--- src/rtl/intr_agg_pkg.sv ---
package intr_agg_pkg;
  localparam int NUM_SRC  = 3;
  // status / mute bit positions
  localparam int ST_ERR   = 0;
  localparam int ST_DONE  = 1;
  localparam int ST_RDREQ = 2;
  // mask bit positions within both mask registers
  localparam int MSK_LO   = 2;
  localparam int MSK_HI   = 6;
  // register map
  localparam int ADDR_STATUS = 0;
  localparam int ADDR_MUTE   = 1;
  localparam int ADDR_DMASK  = 2;
  localparam int ADDR_EMASK  = 3;

  typedef logic [NUM_SRC-1:0] src_vec_t;
  typedef struct packed {
    logic hi;
    logic lo;
  } mask_pair_t;
endpackage

--- src/rtl/intr_ctrl_regs.sv ---
module intr_ctrl_regs
  import intr_agg_pkg::*;
#(
  parameter int ADDR_W = 2,
  parameter int DATA_W = 8
) (
  input  logic              clk_i,
  input  logic              rst_ni,
  input  logic              we_i,
  input  logic [ADDR_W-1:0] addr_i,
  input  logic [DATA_W-1:0] wdata_i,
  output src_vec_t          mute_o,
  output mask_pair_t        dmask_o,
  output mask_pair_t        emask_o
);
  logic we_mute, we_dmask, we_emask;
  assign we_mute  = we_i && (addr_i == ADDR_W'(ADDR_MUTE));
  assign we_dmask = we_i && (addr_i == ADDR_W'(ADDR_DMASK));
  assign we_emask = we_i && (addr_i == ADDR_W'(ADDR_EMASK));

  always_ff @(posedge clk_i or negedge rst_ni) begin
    if (!rst_ni) begin
      mute_o  <= '0;
      dmask_o <= '1;
      emask_o <= '1;
    end else begin
      if (we_mute)  mute_o  <= wdata_i[NUM_SRC-1:0];
      if (we_dmask) dmask_o <= '{hi: wdata_i[MSK_HI], lo: wdata_i[MSK_LO]};
      if (we_emask) emask_o <= '{hi: wdata_i[MSK_HI], lo: wdata_i[MSK_LO]};
    end
  end

  logic unused_bits;
  assign unused_bits = ^wdata_i;
endmodule

--- src/rtl/intr_event_gate.sv ---
module intr_event_gate
  import intr_agg_pkg::*;
(
  input  logic       rd_req_i,
  input  logic       cmd_done_i,
  input  logic       nack_i,
  input  logic       arb_lost_i,
  input  mask_pair_t dmask_i,
  input  mask_pair_t emask_i,
  output src_vec_t   set_o
);
  always_comb begin
    set_o           = '0;
    set_o[ST_RDREQ] = rd_req_i   & ~dmask_i.hi;
    set_o[ST_DONE]  = cmd_done_i & ~dmask_i.lo;
    set_o[ST_ERR]   = (nack_i & ~emask_i.hi) | (arb_lost_i & ~emask_i.lo);
  end
endmodule

--- src/rtl/intr_status_w1c.sv ---
module intr_status_w1c
  import intr_agg_pkg::*;
(
  input  logic     clk_i,
  input  logic     rst_ni,
  input  src_vec_t set_i,
  input  src_vec_t clr_i,
  output src_vec_t status_o
);
  for (genvar i = 0; i < NUM_SRC; i++) begin : g_bit
    always_ff @(posedge clk_i or negedge rst_ni) begin
      if (!rst_ni)       status_o[i] <= 1'b0;
      else if (set_i[i]) status_o[i] <= 1'b1;  // event beats clear
      else if (clr_i[i]) status_o[i] <= 1'b0;
    end
  end
endmodule

--- src/rtl/intr_agg.sv ---
module intr_agg
  import intr_agg_pkg::*;
#(
  parameter int ADDR_W = 2,
  parameter int DATA_W = 8
) (
  input  logic              clk_i,
  input  logic              rst_ni,
  input  logic              evt_rd_req_i,
  input  logic              evt_cmd_done_i,
  input  logic              evt_nack_i,
  input  logic              evt_arb_lost_i,
  input  logic              reg_we_i,
  input  logic [ADDR_W-1:0] reg_addr_i,
  input  logic [DATA_W-1:0] reg_wdata_i,
  output logic [DATA_W-1:0] reg_rdata_o,
  output logic              irq_o
);
  src_vec_t   status_q, mute_q, set_vec, clr_vec;
  mask_pair_t dmask_q, emask_q;

  intr_ctrl_regs #(.ADDR_W(ADDR_W), .DATA_W(DATA_W)) u_regs (
    .clk_i   (clk_i),
    .rst_ni  (rst_ni),
    .we_i    (reg_we_i),
    .addr_i  (reg_addr_i),
    .wdata_i (reg_wdata_i),
    .mute_o  (mute_q),
    .dmask_o (dmask_q),
    .emask_o (emask_q)
  );

  intr_event_gate u_gate (
    .rd_req_i   (evt_rd_req_i),
    .cmd_done_i (evt_cmd_done_i),
    .nack_i     (evt_nack_i),
    .arb_lost_i (evt_arb_lost_i),
    .dmask_i    (dmask_q),
    .emask_i    (emask_q),
    .set_o      (set_vec)
  );

  assign clr_vec = (reg_we_i && reg_addr_i == ADDR_W'(ADDR_STATUS))
                   ? reg_wdata_i[NUM_SRC-1:0] : '0;

  intr_status_w1c u_stat (
    .clk_i    (clk_i),
    .rst_ni   (rst_ni),
    .set_i    (set_vec),
    .clr_i    (clr_vec),
    .status_o (status_q)
  );

  always_comb begin
    reg_rdata_o = '0;
    unique case (reg_addr_i)
      ADDR_W'(ADDR_STATUS): reg_rdata_o[NUM_SRC-1:0] = status_q;
      ADDR_W'(ADDR_MUTE):   reg_rdata_o[NUM_SRC-1:0] = mute_q;
      ADDR_W'(ADDR_DMASK): begin
        reg_rdata_o[MSK_HI] = dmask_q.hi;
        reg_rdata_o[MSK_LO] = dmask_q.lo;
      end
      ADDR_W'(ADDR_EMASK): begin
        reg_rdata_o[MSK_HI] = emask_q.hi;
        reg_rdata_o[MSK_LO] = emask_q.lo;
      end
      default: reg_rdata_o = '0;
    endcase
  end

  assign irq_o = |(status_q & ~mute_q);
endmodule

--- config.mk ---
export PLATFORM = sky130hd
export DESIGN_NAME = intr_agg
export DESIGN_NICKNAME = d
export VERILOG_FILES = /design/src/rtl/intr_agg_pkg.sv /design/src/rtl/intr_ctrl_regs.sv /design/src/rtl/intr_event_gate.sv /design/src/rtl/intr_status_w1c.sv /design/src/rtl/intr_agg.sv
export SDC_FILE = /design/constraint.sdc
export NUM_CORES = 1
export LEC_CHECK = 0
export BUFFER_PORTS_ARGS = -buffer_cell sky130_fd_sc_hd__buf_2
export CAP_MARGIN = 20
export CELL_PAD_IN_SITES_DETAIL_PLACEMENT = 1
export CELL_PAD_IN_SITES_GLOBAL_PLACEMENT = 1
export CORE_MARGIN = 2
export CORE_UTILIZATION = 25
export DETAILED_ROUTE_END_ITERATION = 10
export PLACE_DENSITY_LB_ADDON = 0.1
export SYNTH_ARGS = -nofsm -noshare
export SYNTH_HDL_FRONTEND = slang
export SYNTH_SLANG_ARGS = --single-unit
--- constraint.sdc ---
create_clock -name clk_i -period 1.47 [get_ports clk_i]
set_input_delay 0.147 -clock clk_i [delete_from_list [all_inputs] [get_ports clk_i]]
set_output_delay 0.147 -clock clk_i [all_outputs]
set_load 0.02 [all_outputs]
==> run summary, run 1 <==
Critical path type: reg -> out
I/O Pins: 26
Global-route wire length before repair: 2.10 mm
Initial detailed-routing violation count: 3
R2r setup slk: 0.48 ns
Fmax: 711 MHz
Wirelength, routed: 1.19 mm
Area Growth Syn to Fin: 23.1%
Hold Path Class: in -> reg
Max cap viols: 0
Final Power: 773 uW
Cells after synthesis: 48
CP Capture Type: primary output
Critical Path Max Stage Delay: 0.46 ns
Die Y: 52.3 microns
Antenna cells: 0
Setup TNS: 0 ns
Synth area leaders: dfrtp_1 26%, dfstp_2 18%, mux2_1 9.6%
Initial antenna violation count: 0
Synth Flop Type: dfrtp_1
CP cell instances: mux4_2 -> buf_6
Post-synth EDFFs: 0
Final GP Congestion: 0.628
Number of global-route vias before repair: 425
Place WS: 0.340 ns
PwrDens: 1070 nW/um^2
Htree depth: 1
Core area: 2210 sq um
Startpoint types: flip-flop
Largest net degree at the start of global routing: 11
DRT Pass-1 Iters: 5
Gr usage total: 0.110
Die X: 52.3 microns
Die footprint: 2740 sq um
Cell Area, Synth: 584 sq um
Remaining global-route overflow: 0
Critical-path maximum fanout: 3
Synth area leader: dfrtp_1
Post-route ant nets: 0
Leak pwr: 0.000353 uW
CTS tree: yes
Crit path required time: 1.32 ns
Async SR Flop Fraction: 1.00
Period utilization: 0.956
Syn avg cell area: 12.2 sq um
Yosys top cell area share: 0.257
Wire per inst: 12.4 microns
Max Root-Sink Buffers: 2
Fill count: 267
FF-to-FF path depth: 2
Clk_skew: 0.00431 ns
Final hold violations: 0
Number of buffers created by CTS: 3
Commonest non-fill, non-tap cells in the layout: 16 x buf_2, 6 x dfrtp_1, 5 x inv_1, 5 x mux2_1
Clock Sinks: 10
Crit. path cell count: 2
Via count: 412
# rows: 17
Reg2reg start: u_regs.emask_o[0]
Flops & latches, synth: 10
Peak supply drop: 0.367 mV
Commonest non-fill, non-tap cell in the layout: buf_2
CP top delay family: multiplexers
Final routed DRC violation total: 0
Post-DP HPWL: 932 microns
CTS Root Cell: clkbuf_4
Final count of pins violating max slew: 0
Clock-pin slew on the worst setup and hold paths: 0.07 ns
WP buf/inv: 1
Crit path from: u_regs.mute_o[2]
Later-pin clock latency in the skew report: 0.26 ns
Final setup viols: 0
CP max stage cell: mux4_2
Initial core utilization: 0.264
Min Tclk post-route: 1.41 ns
DR vias/cell: 4.29
CP endpoint: reg_rdata_o[2]
Post-synthesis sequential area ratio: 0.437
Reg-to-reg endpoint: u_stat.status_o[0]
Arr. time, crit path: 1.26 ns
Nets: 86
Layout cells sized above 1: 0.426
Status: completed
Number of library cell types mapped by synthesis: 22
# port buffers: 17
Unrepaired setup endpoints after global routing: no
Synth warn: 0
Setup WS post-layout: 0.0642 ns
-- logic make-up after synthesis --
group / share of synthesized area
AO/OA/AOI/OAI: 0.0535
buffers and inverters: 0.111
flip-flops: 0.437
multiplexers: 0.238
other: 0.00642
AND/OR/NAND/NOR: 0.154
-- state kept, by name, summed over array words and instances, names as in the netlist --
signal	cells
u_stat.status_o	3
u_regs.dmask_o	2
u_regs.emask_o	2
u_regs.mute_o	3
-- metrics by stage --
stage,area (sq um),hold WS (ns),utilization,cells
2_1_floorplan,596,-0.149,-,51
3_3_place_gp,677,0.0270,0.306,91
3_5_place_dp,677,0.0261,0.306,91
4_1_cts,713,0.0982,0.322,96
5_1_grt,719,0.104,0.325,96
6_report,719,0.105,0.325,96
-- final cells by class --
type	instances	area, sq um	share of cell area
clock buffers	4	26.3	0.0365
inverters	5	18.8	0.0261
multi-input cells	30	275	0.383
flip-flops and latches	10	255	0.355
well taps	28	35.0	0.0487
repair buffers	19	109	0.151
-- worst reg2reg max path, cell delays in order, from the launching register on --
cell and delay, ns:
dfstp_2 0.55, inv_1 0.04, a221o_1 0.29
-- cell usage after synthesis (all sizes together) (2+ instances only) --
| master | number |
|---|---|
| mux2 | 7 |
| o22ai | 2 |
| nor2b | 2 |
| nand3b | 2 |
| dfrtp | 6 |
| nor2 | 2 |
| buf | 6 |
| mux2i | 3 |
| nor4bb | 2 |
| inv | 5 |
| dfstp | 4 |
-- report_power, final --
| group | internal, uW | leakage, uW | switching [uW] |
|---|---|---|---|
| Sequential | 337 | 0.000106 | 34.3 |
| Combinational | 102 | 0.000232 | 100 |
| Clock | 105 | 0.0000150 | 94.1 |
-- worst min path at each step --
stage	slack, ns	end	startpoint	cells after the start
final	0.11	u_regs.mute_o[1]	reg_wdata_i[1]	2
after global routing	0.10	u_regs.mute_o[0]	reg_wdata_i[0]	2
after CTS	0.1	u_regs.mute_o[1]	reg_wdata_i[1]	2
after detailed placement	0.03	u_stat.status_o[2]	rst_ni	1
after global placement	0.03	u_stat.status_o[2]	rst_ni	1
after floorplan	-0.15	u_regs.mute_o[0]	rst_ni	0
-- routing by layer --
| layer | vias to the layer above | part of all wire | wire (microns) | GRT usage |
|---|---|---|---|---|
| li1 | 203 | - | - | - |
| met4 | 0 | 0 | 0 | 0.0513 |
| met5 | - | 0 | 0 | 0 |
| met1 | 195 | 0.48 | 571 | 0.153 |
| met2 | 14 | 0.46 | 551 | 0.152 |
| met3 | 0 | 0.054 | 64 | 0.0343 |
-- timing repair --
item,4_1_cts,5_1_grt
resized for setup,0,2
endpoints found under the setup margin,0,1
hold buffers,1,0
endpoints found under the hold margin,10,0
buffers inserted,0,0
(Power assumes the default switching activity.)
==> run 2: changes to the inputs <==
RECOVER_POWER = 100   (was default)
==> run 2 against run 1 <==
  * Global-route usage is the same
  * Largest cell class is now registers
  * Critical path depth is the same
  * Utilization shrank 1.2 points
  * Critical endpoint unchanged
  * Combinational power shrank 7%
  * Via count grew 0.49%
  * Clock power is essentially flat
  * Sequential power shrank 1%
  * Final cell count is the same
  * Die area is the same
  * Worst hold slack gained 0.00057 ns
  * First-iteration DRC count grew 67%
  * Clock skew shrank 0.0015 ns
==> run summary, run 2 (synthesized netlist as in run 1, its figures left out) <==
CTS Root Cell: clkbuf_4
Status: completed
Fin area: 692 sq um
Arr. time, crit path: 1.26 ns
Max Root-Sink Buffers: 2
Hold Path Class: in -> reg
Post-DP HPWL: 932 microns
Critical-path maximum fanout: 3
Final hold violations: 0
Commonest non-fill, non-tap cell in the layout: buf_2
Worst-Margin Slew: 0.588 ns
Nets: 86
Layout cells sized above 1: 0.294
Global-route wire length before repair: 2.10 mm
Final GP Congestion: 0.628
Number of buffers created by CTS: 3
Startpoint types: flip-flop
Leak pwr: 0.000317 uW
CP Capture Type: primary output
Placed Cells: 91
Area Growth Syn to Fin: 18.4%
Period utilization: 0.957
Final routed DRC violation total: 0
DRT Pass-1 Iters: 2
Die X: 52.3 microns
Slew headroom: 0.608
Via count: 414
Initial antenna violation count: 0
Core Util, Final: 0.313
M1 GR Usage: 0.153
Htree depth: 1
Reg2reg start: u_regs.emask_o[0]
Reg-to-reg endpoint: u_stat.status_o[0]
Number of global-route vias before repair: 425
Wirelength, routed: 1.20 mm
Met3 GRT Util: 0.0343
Remaining global-route overflow: 0
Largest net degree at the start of global routing: 11
Final count of pins violating max slew: 0
Unrepaired setup endpoints after global routing: no
Antenna cells: 0
Hold Crit Endpoint: u_regs.mute_o[1]
I/O Pins: 26
Final setup viols: 0
# rows: 17
Gr usage total: 0.110
Clock Sinks: 10
Wire per inst: 12.5 microns
Commonest non-fill, non-tap cells in the layout: 10 x buf_2, 7 x mux2_1, 6 x dfrtp_1
CTS tree: yes
Placed Area: 677 sq um
Min Tclk post-route: 1.41 ns
Cell Count, Final, Fillers Out: 96
Hold Crit Start: reg_wdata_i[1]
Initial core utilization: 0.264
Clk_skew: 0.00277 ns
Clock-pin slew on the worst setup and hold paths: 0.07 ns
Critical path type: reg -> out
Biggest regs: u_regs.mute_o (3), u_stat.status_o (3)
Setup TNS: 0 ns
Crit path required time: 1.32 ns
Most used routing layer: met1
Die footprint: 2740 sq um
Post-route ant nets: 0
# port buffers: 17
Initial detailed-routing violation count: 5
Die Y: 52.3 microns
R2r setup slk: 0.48 ns
FF-to-FF path depth: 2
Peak supply drop: 0.360 mV
Max cap viols: 0
GR Util met2: 0.152
DR vias/cell: 4.31
Core area: 2210 sq um
PwrDens: 1090 nW/um^2
Later-pin clock latency in the skew report: 0.26 ns
Hold path depth: 2
Total setup buffers inserted after CTS: 0
Fmax: 711 MHz
run 2: cell types whose count changed in the layout (fill, tap and decap cells not counted):
cell      change
clkbuf_2      +3
clkbuf_1      +4
buf_4         -1
nand3b_4      -1
buf_2         -6
dfstp_2       -2
dfstp_1       +2
mux2_1        +2
mux2_4        -2
nand3b_1      +1
run 2: per-stage QoR:
step / total power (uW) / hold WS, ns / setup slack (ns)
final: 754 / 0.106 / 0.0628
after global routing: 813 / 0.104 / 0.00731
after CTS: 780 / 0.0982 / 0.0474
after detailed placement: 573 / 0.0261 / 0.340
after global placement: 572 / 0.0270 / 0.333
after floorplan: 511 / -0.149 / 0.432
run 2: how the worst max path moves through the flow:
stage | slack [ns] | to | start | cells past startpoint
floorplan | 0.43 | reg_rdata_o[6] | u_regs.emask_o[1] | 2
global placement | 0.33 | reg_rdata_o[2] | u_regs.mute_o[2] | 2
detailed placement | 0.34 | reg_rdata_o[2] | u_regs.mute_o[2] | 2
CTS | 0.05 | reg_rdata_o[2] | u_regs.emask_o[0] | 2
global route | 0.007 | reg_rdata_o[2] | u_regs.emask_o[0] | 2
finish | 0.06 | reg_rdata_o[2] | u_regs.dmask_o[0] | 2
run 2: power breakdown:
group / internal (uW) / leakage (uW) / switching (uW)
Sequential: 333 / 0.000105 / 33.8
Combinational: 88.9 / 0.000197 / 99.3
Clock: 105 / 0.0000150 / 94.6
Total: 527 / 0.000317 / 228
run 2: what timing repair did:
item,CTS,global route
hold buffers,1,0
resized for setup,0,2
endpoints found under the hold margin,10,0
endpoints found under the setup margin,0,1
run 2: cell type report:
type / count / area, sq um
clock buffer: 4 / 26.3
fill: 272 / 1520
inverter: 5 / 18.8
multi-input combinational: 30 / 255
sequential: 10 / 255
tap: 28 / 35.0
timing repair buffer: 19 / 101
run 2: worst max-delay path, stage by stage, from the launching register on:
cell and delay (ns):
dfstp_1 0.39, mux4_2 0.47, buf_6 0.15
run 2: layer usage:
layer,vias up,routed length [microns]
met5,-,0
met2,16,536
li1,203,-
met1,195,585
met4,0,0
met3,0,74
==> run 3: changes to the inputs <==
ABC_AREA = 1   (was default)
clock period = 1.3 ns   (was 1.47 ns; I/O delays follow)
==> run 3 against run 2 <==
  * Critical path depth is 1 higher
  * Utilization is 2.4 points higher
  * Synthesized cell count is 63% higher
  * Clock skew is 0.0027 ns lower
  * Flip-flop and latch count stayed put
  * Final cell count is 32% higher
  * Setup slack worse by 0.016 ns
  * Register-to-register slack worse by 0.16 ns
  * Largest power group unchanged
  * Area after synthesis is 2.8% higher
  * Sequential share of layout area is 3.0 points lower
==> run summary, run 3 <==
Final count of pins violating max slew: 0
Number of global-route vias before repair: 563
Flops & latches, synth: 10
Fin area: 753 sq um
Later-pin clock latency in the skew report: 0.26 ns
Top cells by count, synth: 23 x nand2_1, 12 x inv_1, 8 x nand3_1, 7 x o21ai_1, 6 x dfrtp_1
Die footprint: 2810 sq um
Initial antenna violation count: 0
Remaining global-route overflow: 0
Wirelength, routed: 1.45 mm
Post-DP HPWL: 1.11 mm
Largest net degree at the start of global routing: 11
R2r setup slk: 0.32 ns
FF-to-FF path depth: 6
Post-route ant nets: 0
WP buf/inv: 1
Critical-path maximum fanout: 3
Commonest non-fill, non-tap cell in the layout: nand2_1
Initial core utilization: 0.269
Via count: 544
CP max stage cell: dfstp_2
Fmax: 798 MHz
Number of library cell types mapped by synthesis: 15
Slew headroom: 0.603
Reg2reg start: u_regs.emask_o[1]
Post-synth EDFFs: 0
Max Root-Sink Buffers: 2
CP top delay family: flip-flops
Final setup viols: 0
Hold Crit Start: evt_rd_req_i
Startpoint types: flip-flop
# port buffers: 17
Arr. time, crit path: 1.12 ns
Number of buffers created by CTS: 3
CTS tree: yes
Crit path required time: 1.17 ns
Initial detailed-routing violation count: 5
# rows: 17
DR vias/cell: 4.28
Hold Path Class: in -> reg
Critical Path Max Stage Delay: 0.55 ns
Clk_skew: 0.0000604 ns
Hold path depth: 3
Unrepaired setup endpoints after global routing: yes
Die X: 53.0 microns
Min Tclk post-route: 1.25 ns
Status: completed
Crit. path cell count: 3
Async SR Flop Fraction: 1.00
Period utilization: 0.964
DRT Pass-1 Iters: 4
Wire per inst: 11.4 microns
Synth area leader: dfrtp_1
Final hold violations: 0
Biggest regs: u_regs.mute_o (3), u_stat.status_o (3)
Hold Crit Endpoint: u_stat.status_o[2]
Cells after synthesis: 78
Gr usage total: 0.126
Placed Area: 683 sq um
Yosys top cell area share: 0.250
Peak supply drop: 0.457 mV
CP cell instances: nand3_2 -> nand4_1 -> buf_4
Clock Sinks: 10
Cell Area, Synth: 601 sq um
CTS Root Cell: clkbuf_4
Leak pwr: 0.000407 uW
Critical path type: reg -> out
Die Y: 53.0 microns
Layout cells sized above 1: 0.333
CP Capture Type: primary output
PwrDens: 1200 nW/um^2
Fill count: 293
I/O Pins: 26
Hold_ws: 0.0545 ns
Area Growth Syn to Fin: 25.4%
Syn avg cell area: 7.70 sq um
Synth Flop Type: dfrtp_1
Post-synthesis sequential area ratio: 0.425
Clock-pin slew on the worst setup and hold paths: 0.08 ns
Synth area leaders: dfrtp_1 25%, dfstp_2 18%, nand2_1 14%
Reg-to-reg endpoint: u_stat.status_o[0]
Most frequent cell after synthesis: nand2_1
Commonest non-fill, non-tap cells in the layout: 23 x nand2_1, 14 x buf_2, 12 x inv_1
Max cap viols: 0
Worst-Margin Slew: 0.596 ns
Final GP Congestion: 0.666
Final routed DRC violation total: 0
Synth warn: 0
Nets: 117
Core area: 2230 sq um
Global-route wire length before repair: 2.48 mm
Htree depth: 1
Antenna cells: 0
run 3: cell types whose count changed after synthesis, sizes merged, moves of 3 or more:
| cell | before | now |
|---|---|---|
| inv | 5 | 14 |
| mux2 | 7 | 0 |
| mux2i | 3 | 0 |
| nand2 | 0 | 23 |
| nand3 | 1 | 11 |
| o21ai | 0 | 10 |
run 3: worst register-to-register path, cell delays in order, from the launching register on:
cell and delay [ns]:
dfstp_2 0.53, buf_4 0.10, inv_1 0.03, nand2_1 0.04, o21ai_0 0.07, inv_1 0.05, nand2_1 0.04
run 3: cell families after synthesis:
group | count (synthesis) | share of synthesized area
and+or+nand+nor | 36 | 0.304
buffers and inverters | 20 | 0.169
AOI/OAI and AO/OA | 11 | 0.0958
DFF | 10 | 0.425
other | 1 | 0.00624
run 3: per-stage QoR:
step	cells	utilization	TNS [ns]	setup WS [ns]	power [uW]
after detailed placement	120	0.306	0	0.284	600
after global routing	127	0.337	-0.0292	-0.0292	970
after floorplan	81	-	0	0.314	541
after CTS	126	0.331	0	0.00704	909
final	127	0.337	0	0.0469	900
after global placement	120	0.306	0	0.293	595
run 3: power by group:
group | switching [uW] | internal, uW
sequential | 29.7 | 367
clock | 120 | 170
combinational | 128 | 85.7
total | 277 | 623
run 3: worst max-delay path by stage:
stage          slack, ns              to         startpoint
5_1_grt            -0.03  reg_rdata_o[2]  u_regs.emask_o[0]
6_report            0.05  reg_rdata_o[2]  u_regs.emask_o[0]
4_1_cts            0.007  reg_rdata_o[2]  u_regs.dmask_o[0]
3_3_place_gp        0.29  reg_rdata_o[2]  u_regs.emask_o[0]
2_1_floorplan       0.31  reg_rdata_o[0]   u_regs.mute_o[0]
3_5_place_dp        0.28  reg_rdata_o[2]  u_regs.dmask_o[0]
run 3: repair_timing:
action / CTS / global route
setup buffers: 1 / 1
gates cloned: 0 / 0
endpoints found under the setup margin: 1 / 2
endpoints found under the hold margin: 10 / 0
pin swaps: 0 / 1
resized for setup: 1 / 2
hold buffers: 1 / 0
run 3: per-layer routing:
layer	vias up	global-route usage	wire length [microns]
li1	278	-	-
met1	253	0.152	656
met2	11	0.210	703
met3	2	0.0254	75
met4	0	0.0641	13
met5	-	0	0
run 3: layout make-up:
| type | count | area, sq um | share of cell area |
|---|---|---|---|
| inverter | 14 | 52.6 | 0.0698 |
| timing repair buffer | 20 | 114 | 0.151 |
| clock buffer | 4 | 36.3 | 0.0482 |
| multi-input combinational | 51 | 260 | 0.346 |
| tap | 28 | 35.0 | 0.0465 |
| sequential | 10 | 255 | 0.339 |
